<file path="src/rtl/rrs_pkg.sv">
package rrs_pkg;
   typedef enum logic [2:0] {
      SW_IDLE,
      SW_XLATE,
      SW_CHECK,
      SW_RETIRE,
      SW_DONE
   } sweep_st_e;
endpackage

</file>
<file path="src/rtl/rrs_col_splice.sv">
module rrs_col_splice #(
   parameter int ADDR_W  = 28,
   parameter int COL_LSB = 1,
   parameter int COL_W   = 5
) (
   input  logic [ADDR_W-1:0] base_i,
   input  logic [COL_W-1:0]  col_i,
   output logic [ADDR_W-1:0] addr_o
);
   localparam int COL_MSB = COL_LSB + COL_W - 1;

   for (genvar b = 0; b < ADDR_W; b++) begin : g_bit
      if (b >= COL_LSB && b <= COL_MSB) begin : g_col
         assign addr_o[b] = col_i[b-COL_LSB];
      end else begin : g_keep
         assign addr_o[b] = base_i[b];
      end
   end
endmodule

</file>
<file path="src/rtl/rrs_col_cursor.sv">
module rrs_col_cursor #(
   parameter int COL_W = 5
) (
   input  logic             clk,
   input  logic             rst_n,
   input  logic             clear_i,
   input  logic             step_i,
   output logic [COL_W-1:0] col_o,
   output logic             last_o
);
   always_ff @(posedge clk or negedge rst_n) begin
      if (!rst_n)       col_o <= '0;
      else if (clear_i) col_o <= '0;
      else if (step_i)  col_o <= col_o + 1'b1;
   end

   assign last_o = &col_o;

   // the cursor only moves forward by one
   p_col_step_r3: assert property (@(posedge clk) disable iff (!rst_n)
      step_i && !clear_i && !last_o |=> col_o == $past(col_o) + 1'b1);
endmodule

</file>
<file path="src/rtl/row_retire_sweeper.sv">
module row_retire_sweeper
   import rrs_pkg::*;
#(
   parameter int ADDR_W     = 28,
   parameter int SYS_W      = 48,
   parameter int COL_LSB    = 1,
   parameter int COL_W      = 5,
   parameter int PAGE_SHIFT = 12,
   localparam int PFN_W     = SYS_W - PAGE_SHIFT
) (
   input  logic              clk,
   input  logic              rst_n,
   input  logic              start_i,
   input  logic [ADDR_W-1:0] err_addr_i,
   input  logic              hetero_mode_i,
   output logic              busy_o,
   output logic              done_o,
   output logic              xl_req_o,
   output logic [ADDR_W-1:0] xl_addr_o,
   input  logic              xl_rsp_i,
   input  logic              xl_err_i,
   input  logic [SYS_W-1:0]  xl_sys_i,
   output logic              pg_req_o,
   output logic [PFN_W-1:0]  pg_pfn_o,
   input  logic              pg_rsp_i,
   input  logic              pg_online_i,
   input  logic              pg_poisoned_i,
   output logic              rt_valid_o,
   output logic [PFN_W-1:0]  rt_pfn_o,
   input  logic              rt_ready_i
);
   if (COL_LSB + COL_W > ADDR_W) begin : g_bad_col
      $error("column field does not fit in the error address");
   end
   if (PAGE_SHIFT < 1 || PAGE_SHIFT >= SYS_W) begin : g_bad_page
      $error("page shift out of range");
   end

   sweep_st_e         st_q, st_d;
   logic [ADDR_W-1:0] base_q;
   logic [PFN_W-1:0]  pfn_q;
   logic [COL_W-1:0]  col;
   logic              col_last;
   logic              accept, xl_hs, pg_hs, rt_hs, advance, keep_page;
   logic              unused_low;

   assign unused_low = ^xl_sys_i[PAGE_SHIFT-1:0];

   assign accept    = (st_q == SW_IDLE) && start_i;
   assign xl_hs     = (st_q == SW_XLATE) && xl_rsp_i;
   assign pg_hs     = (st_q == SW_CHECK) && pg_rsp_i;
   assign rt_hs     = (st_q == SW_RETIRE) && rt_ready_i;
   assign keep_page = pg_online_i && !pg_poisoned_i;
   assign advance   = (xl_hs && xl_err_i) || (pg_hs && !keep_page) || rt_hs;

   rrs_col_cursor #(.COL_W(COL_W)) u_cursor (
      .clk     (clk),
      .rst_n   (rst_n),
      .clear_i (accept),
      .step_i  (advance && !col_last),
      .col_o   (col),
      .last_o  (col_last)
   );

   rrs_col_splice #(.ADDR_W(ADDR_W), .COL_LSB(COL_LSB), .COL_W(COL_W)) u_splice (
      .base_i (base_q),
      .col_i  (col),
      .addr_o (xl_addr_o)
   );

   always_comb begin
      st_d = st_q;
      unique case (st_q)
         SW_IDLE:   if (start_i) st_d = hetero_mode_i ? SW_XLATE : SW_DONE;
         SW_XLATE:  if (xl_hs && !xl_err_i) st_d = SW_CHECK;
         SW_CHECK:  if (pg_hs && keep_page) st_d = SW_RETIRE;
         SW_RETIRE: ;
         SW_DONE:   st_d = SW_IDLE;
         default:   st_d = SW_IDLE;
      endcase
      if (advance) st_d = col_last ? SW_DONE : SW_XLATE;
   end

   always_ff @(posedge clk or negedge rst_n) begin
      if (!rst_n) begin
         st_q   <= SW_IDLE;
         base_q <= '0;
         pfn_q  <= '0;
      end else begin
         st_q <= st_d;
         if (accept) base_q <= err_addr_i;
         if (xl_hs && !xl_err_i) pfn_q <= xl_sys_i[SYS_W-1:PAGE_SHIFT];
      end
   end

   assign busy_o     = (st_q != SW_IDLE);
   assign done_o     = (st_q == SW_DONE);
   assign xl_req_o   = (st_q == SW_XLATE);
   assign pg_req_o   = (st_q == SW_CHECK);
   assign rt_valid_o = (st_q == SW_RETIRE);
   assign pg_pfn_o   = pfn_q;
   assign rt_pfn_o   = pfn_q;

   // a single exchange at a time
   p_one_exchange_r4: assert property (@(posedge clk) disable iff (!rst_n)
      $onehot0({xl_req_o, pg_req_o, rt_valid_o}));
   // translation request held with stable address until answered
   p_xl_hold_r4: assert property (@(posedge clk) disable iff (!rst_n)
      xl_req_o && !xl_rsp_i |=> xl_req_o && $stable(xl_addr_o));
   // retire command held until accepted
   p_rt_hold_r7: assert property (@(posedge clk) disable iff (!rst_n)
      rt_valid_o && !rt_ready_i |=> rt_valid_o && $stable(rt_pfn_o));
   // translate error never leads to a page query
   p_err_skip_r5: assert property (@(posedge clk) disable iff (!rst_n)
      xl_req_o && xl_rsp_i && xl_err_i |=> !pg_req_o);
   // done is a single-cycle pulse
   p_done_pulse_r8: assert property (@(posedge clk) disable iff (!rst_n)
      done_o |=> !done_o && !busy_o);
   // no sweep without heterogeneous mode
   p_no_sweep_r2: assert property (@(posedge clk) disable iff (!rst_n)
      start_i && !busy_o && !hetero_mode_i |=> done_o && !xl_req_o);
   // start while busy does not disturb the captured address
   p_busy_start_r9: assert property (@(posedge clk) disable iff (!rst_n)
      xl_req_o && start_i && !xl_rsp_i |=> $stable(xl_addr_o));
endmodule

</file>
<file path="config.mk">
export PLATFORM = sky130hd
export DESIGN_NAME = row_retire_sweeper
export DESIGN_NICKNAME = d
export VERILOG_FILES = /design/src/rtl/rrs_pkg.sv /design/src/rtl/rrs_col_splice.sv /design/src/rtl/rrs_col_cursor.sv /design/src/rtl/row_retire_sweeper.sv
export SDC_FILE = /design/constraint.sdc
export NUM_CORES = 1
export LEC_CHECK = 0
export ABC_CLOCK_PERIOD_IN_PS = 1520
export BUFFER_PORTS_ARGS = -buffer_cell sky130_fd_sc_hd__buf_4
export CORE_ASPECT_RATIO = 0.75
export CORE_MARGIN = 4
export CORE_UTILIZATION = 39
export DETAILED_ROUTE_END_ITERATION = 12
export PLACE_DENSITY = 0.76
export SYNTH_ARGS = -nofsm -noshare
export SYNTH_HDL_FRONTEND = slang
export SYNTH_SLANG_ARGS = --single-unit
</file>
<file path="constraint.sdc">
create_clock -name clk -period 1.52 [get_ports clk]
set_clock_uncertainty 0.05 [all_clocks]
set_input_delay 0 -clock clk [delete_from_list [all_inputs] [get_ports clk]]
set_output_delay 0 -clock clk [all_outputs]
set_load 0.05 [all_outputs]
</file>
==> impl_metrics.tcl <==
set metrics [dict create \
    cts_tree "done" \
    ys.flop_type "dfrtp_1" \
    grt_pass1_vias 2943 \
    wl_per_cell_um 15.6 \
    grt_antenna_before_repair 0 \
    drt_iter0_drc 62 \
    hold_end "st_q[2]" \
    cts_made_buffers 9 \
    maxCapViolations 0 \
    vias_per_cell 4.54 \
    ys_types 34 \
    worst_pin_slew_ns 0.459 \
    rsz0062_at_grt "yes" \
    drive_above_1_share_pct 52.5 \
    start_util_pct 40.0 \
    clock_latency_ns 0.34 \
    grt_max_degree 35 \
    routabilityCongestion 0.836 \
    ant_nets 0 \
    hold_start "pg_rsp_i" \
    num-nets-final 565 \
    max_slew_margin_pct 69.4 \
    core-area_sq_um 7880 \
    vias 2666 \
    gr-usage-all-layers_pct 19.6 \
    final-setup-viol-count 0 \
    r2r-end "pg_pfn_o[17]" \
    diodes 0 \
    synth_cells 266 \
    overflow 0 \
    required_ns 1.68 \
    whs_path_depth 3 \
    cts.sinks 67 \
    die_w_um 112 \
    worstSetupEndpointType "flip-flop" \
    clkSlewWorstSetupHoldPaths_ns 0.07 \
    io_pins 191 \
    syn_area_sq_um 3160 \
    area_growth_pct 65.8 \
    path_class "flip-flop to flip-flop" \
    r2r_cells 4 \
    synth_top_cells_by_area "dfrtp_1 (53%), mux2_4 (14%), nand2_1 (9.3%)" \
    place_hpwl_um 6070 \
    worstReg2RegStart "st_q[1]" \
    dieArea_sq_um 9610 \
    route.detailed.drc 0 \
    synth_top_area_cell "dfrtp_1" \
    critical_path_peak_fanout 22 \
    fmax_mhz 677 \
    htreeDepth 3 \
    slew_violations 0 \
    fin_crit_ns 1.48 \
    whs_ns 0.0691 \
    hold_path_class "input pin to flip-flop" \
    rows 28 \
    synth_warnings 0 \
    die_y_um 85.9 \
    yosysMostFrequentCell "nand2_1" \
    drt-pass1-iter-count 4 \
    ys_seq_area_share_pct 53.1 \
    io_buffer_count 173 \
    synth-edff-count 0 \
    synth_nets 354 \
    final_cell_area_sq_um 5230 \
    arrival_ns 1.64 \
    synthArstFlopShare_pct 100 \
    place_area_sq_um 4400 \
    timing.final.crit_share_pct 97.2 \
    wl_um 9180 \
    finalHoldViolations 0 \
    ctsLongestPathBuffers 2 \
    grt_pass1_wl_um 14900 \
    outcome "finished clean" \
    rrSetupSlack_ns 0.04 \
    yosys-top-cells-count "nand2_1 (78), dfrtp_1 (67), buf_4 (36), mux2_4 (29), mux2_2 (7)" \
    syn_area_per_cell_sq_um 11.9 \
    synth_top_area_share_pct 53.1 \
    worst_setup_path_start_kind "flip-flop" \
    ys_ff_latch 67 \
    cts_root_buf "clkbuf_8" \
]
## cells in the final DEF (no fill, tap or decap), types with 2 or more instances in the layout
cell           count
nand2_1           78
o21ai_1            2
mux2_2             7
clkbuf_1           3
dfrtp_2            4
buf_4            180
clkbuf_8          11
buf_12             5
ha_4               2
nor2b_2            2
mux2i_1            5
dfrtp_1           63
inv_1              3
mux2_4            29
nor2_1             3
dlygate4sd3_1     61
## repair_timing
action                                 CTS  global route
hold buffers                            61             0
setup buffers                            0             1
endpoints found under the hold margin  127             0
resized for setup                        0             5
setup endpoints to repair                0            31
## critical path, stage by stage (launching register included)
cell and delay, ns:
dfrtp_2 0.45, nor3b_4 0.23, nand2b_2 0.13, buf_12 0.19, mux2_4 0.31
## worst max path at each step
stage | cells past startpoint | slack [ns] | endpoint | startpoint
after floorplan | 5 | -0.03 | u_cursor.col_o[0] | u_cursor.col_o[0]
after global placement | 4 | 0.09 | pg_pfn_o[30] | st_q[1]
after detailed placement | 6 | 0.04 | u_cursor.col_o[2] | u_cursor.col_o[0]
after CTS | 6 | 0.03 | u_cursor.col_o[2] | u_cursor.col_o[0]
after global routing | 4 | -0.001 | pg_pfn_o[17] | st_q[1]
final | 4 | 0.04 | pg_pfn_o[17] | st_q[1]
## registers in the layout, summed over array words and instances (netlist names)
| signal | count |
|---|---|
| pg_pfn_o | 36 |
| base_q | 23 |
| st_q | 3 |
| u_cursor.col_o | 5 |
## stage by stage
stage | util, % | setup WS [ns] | std cells | TNS [ns]
after floorplan | - | -0.0308 | 266 | -0.0896
after global placement | 55.8 | 0.0881 | 509 | 0
after detailed placement | 55.8 | 0.0415 | 509 | 0
after CTS | 66.0 | 0.0291 | 586 | 0
after global routing | 66.4 | -0.00143 | 587 | -0.00209
final | 66.4 | 0.0427 | 587 | 0
## cell families (layout without fill, tap and decap cells)
group,count (synthesis),in the layout,synth area share [%]
and+or+nand+nor,97,97,13.7
DFF,67,67,53.1
buffers and inverters,49,265,12.2
muxes,41,41,17.9
AOI/OAI and AO/OA,10,10,2.30
adders and majority gates,2,2,0.793
## area by class of cell
class                      count  area (sq um)
fill                         593          2650
tap                          105           131
inverter                       3          11.3
multi-input combinational    150          1150
clock inverter                 2          35.0
sequential                    67          1680
clock buffer                  14           163
timing repair buffer         246          2060
## routing by layer
layer / part of all wire, % / up-vias / global-route usage (%)
li1: - / 1247 / -
met1: 38 / 1282 / 21.6
met2: 52 / 131 / 35.2
met3: 9.3 / 6 / 8.04
met4: 0.56 / 0 / 5.30
met5: 0 / - / 0
Power is left out: the tool's default activity adds up to more than one toggle a clock period on the data nets, which glitch-free logic cannot reach.
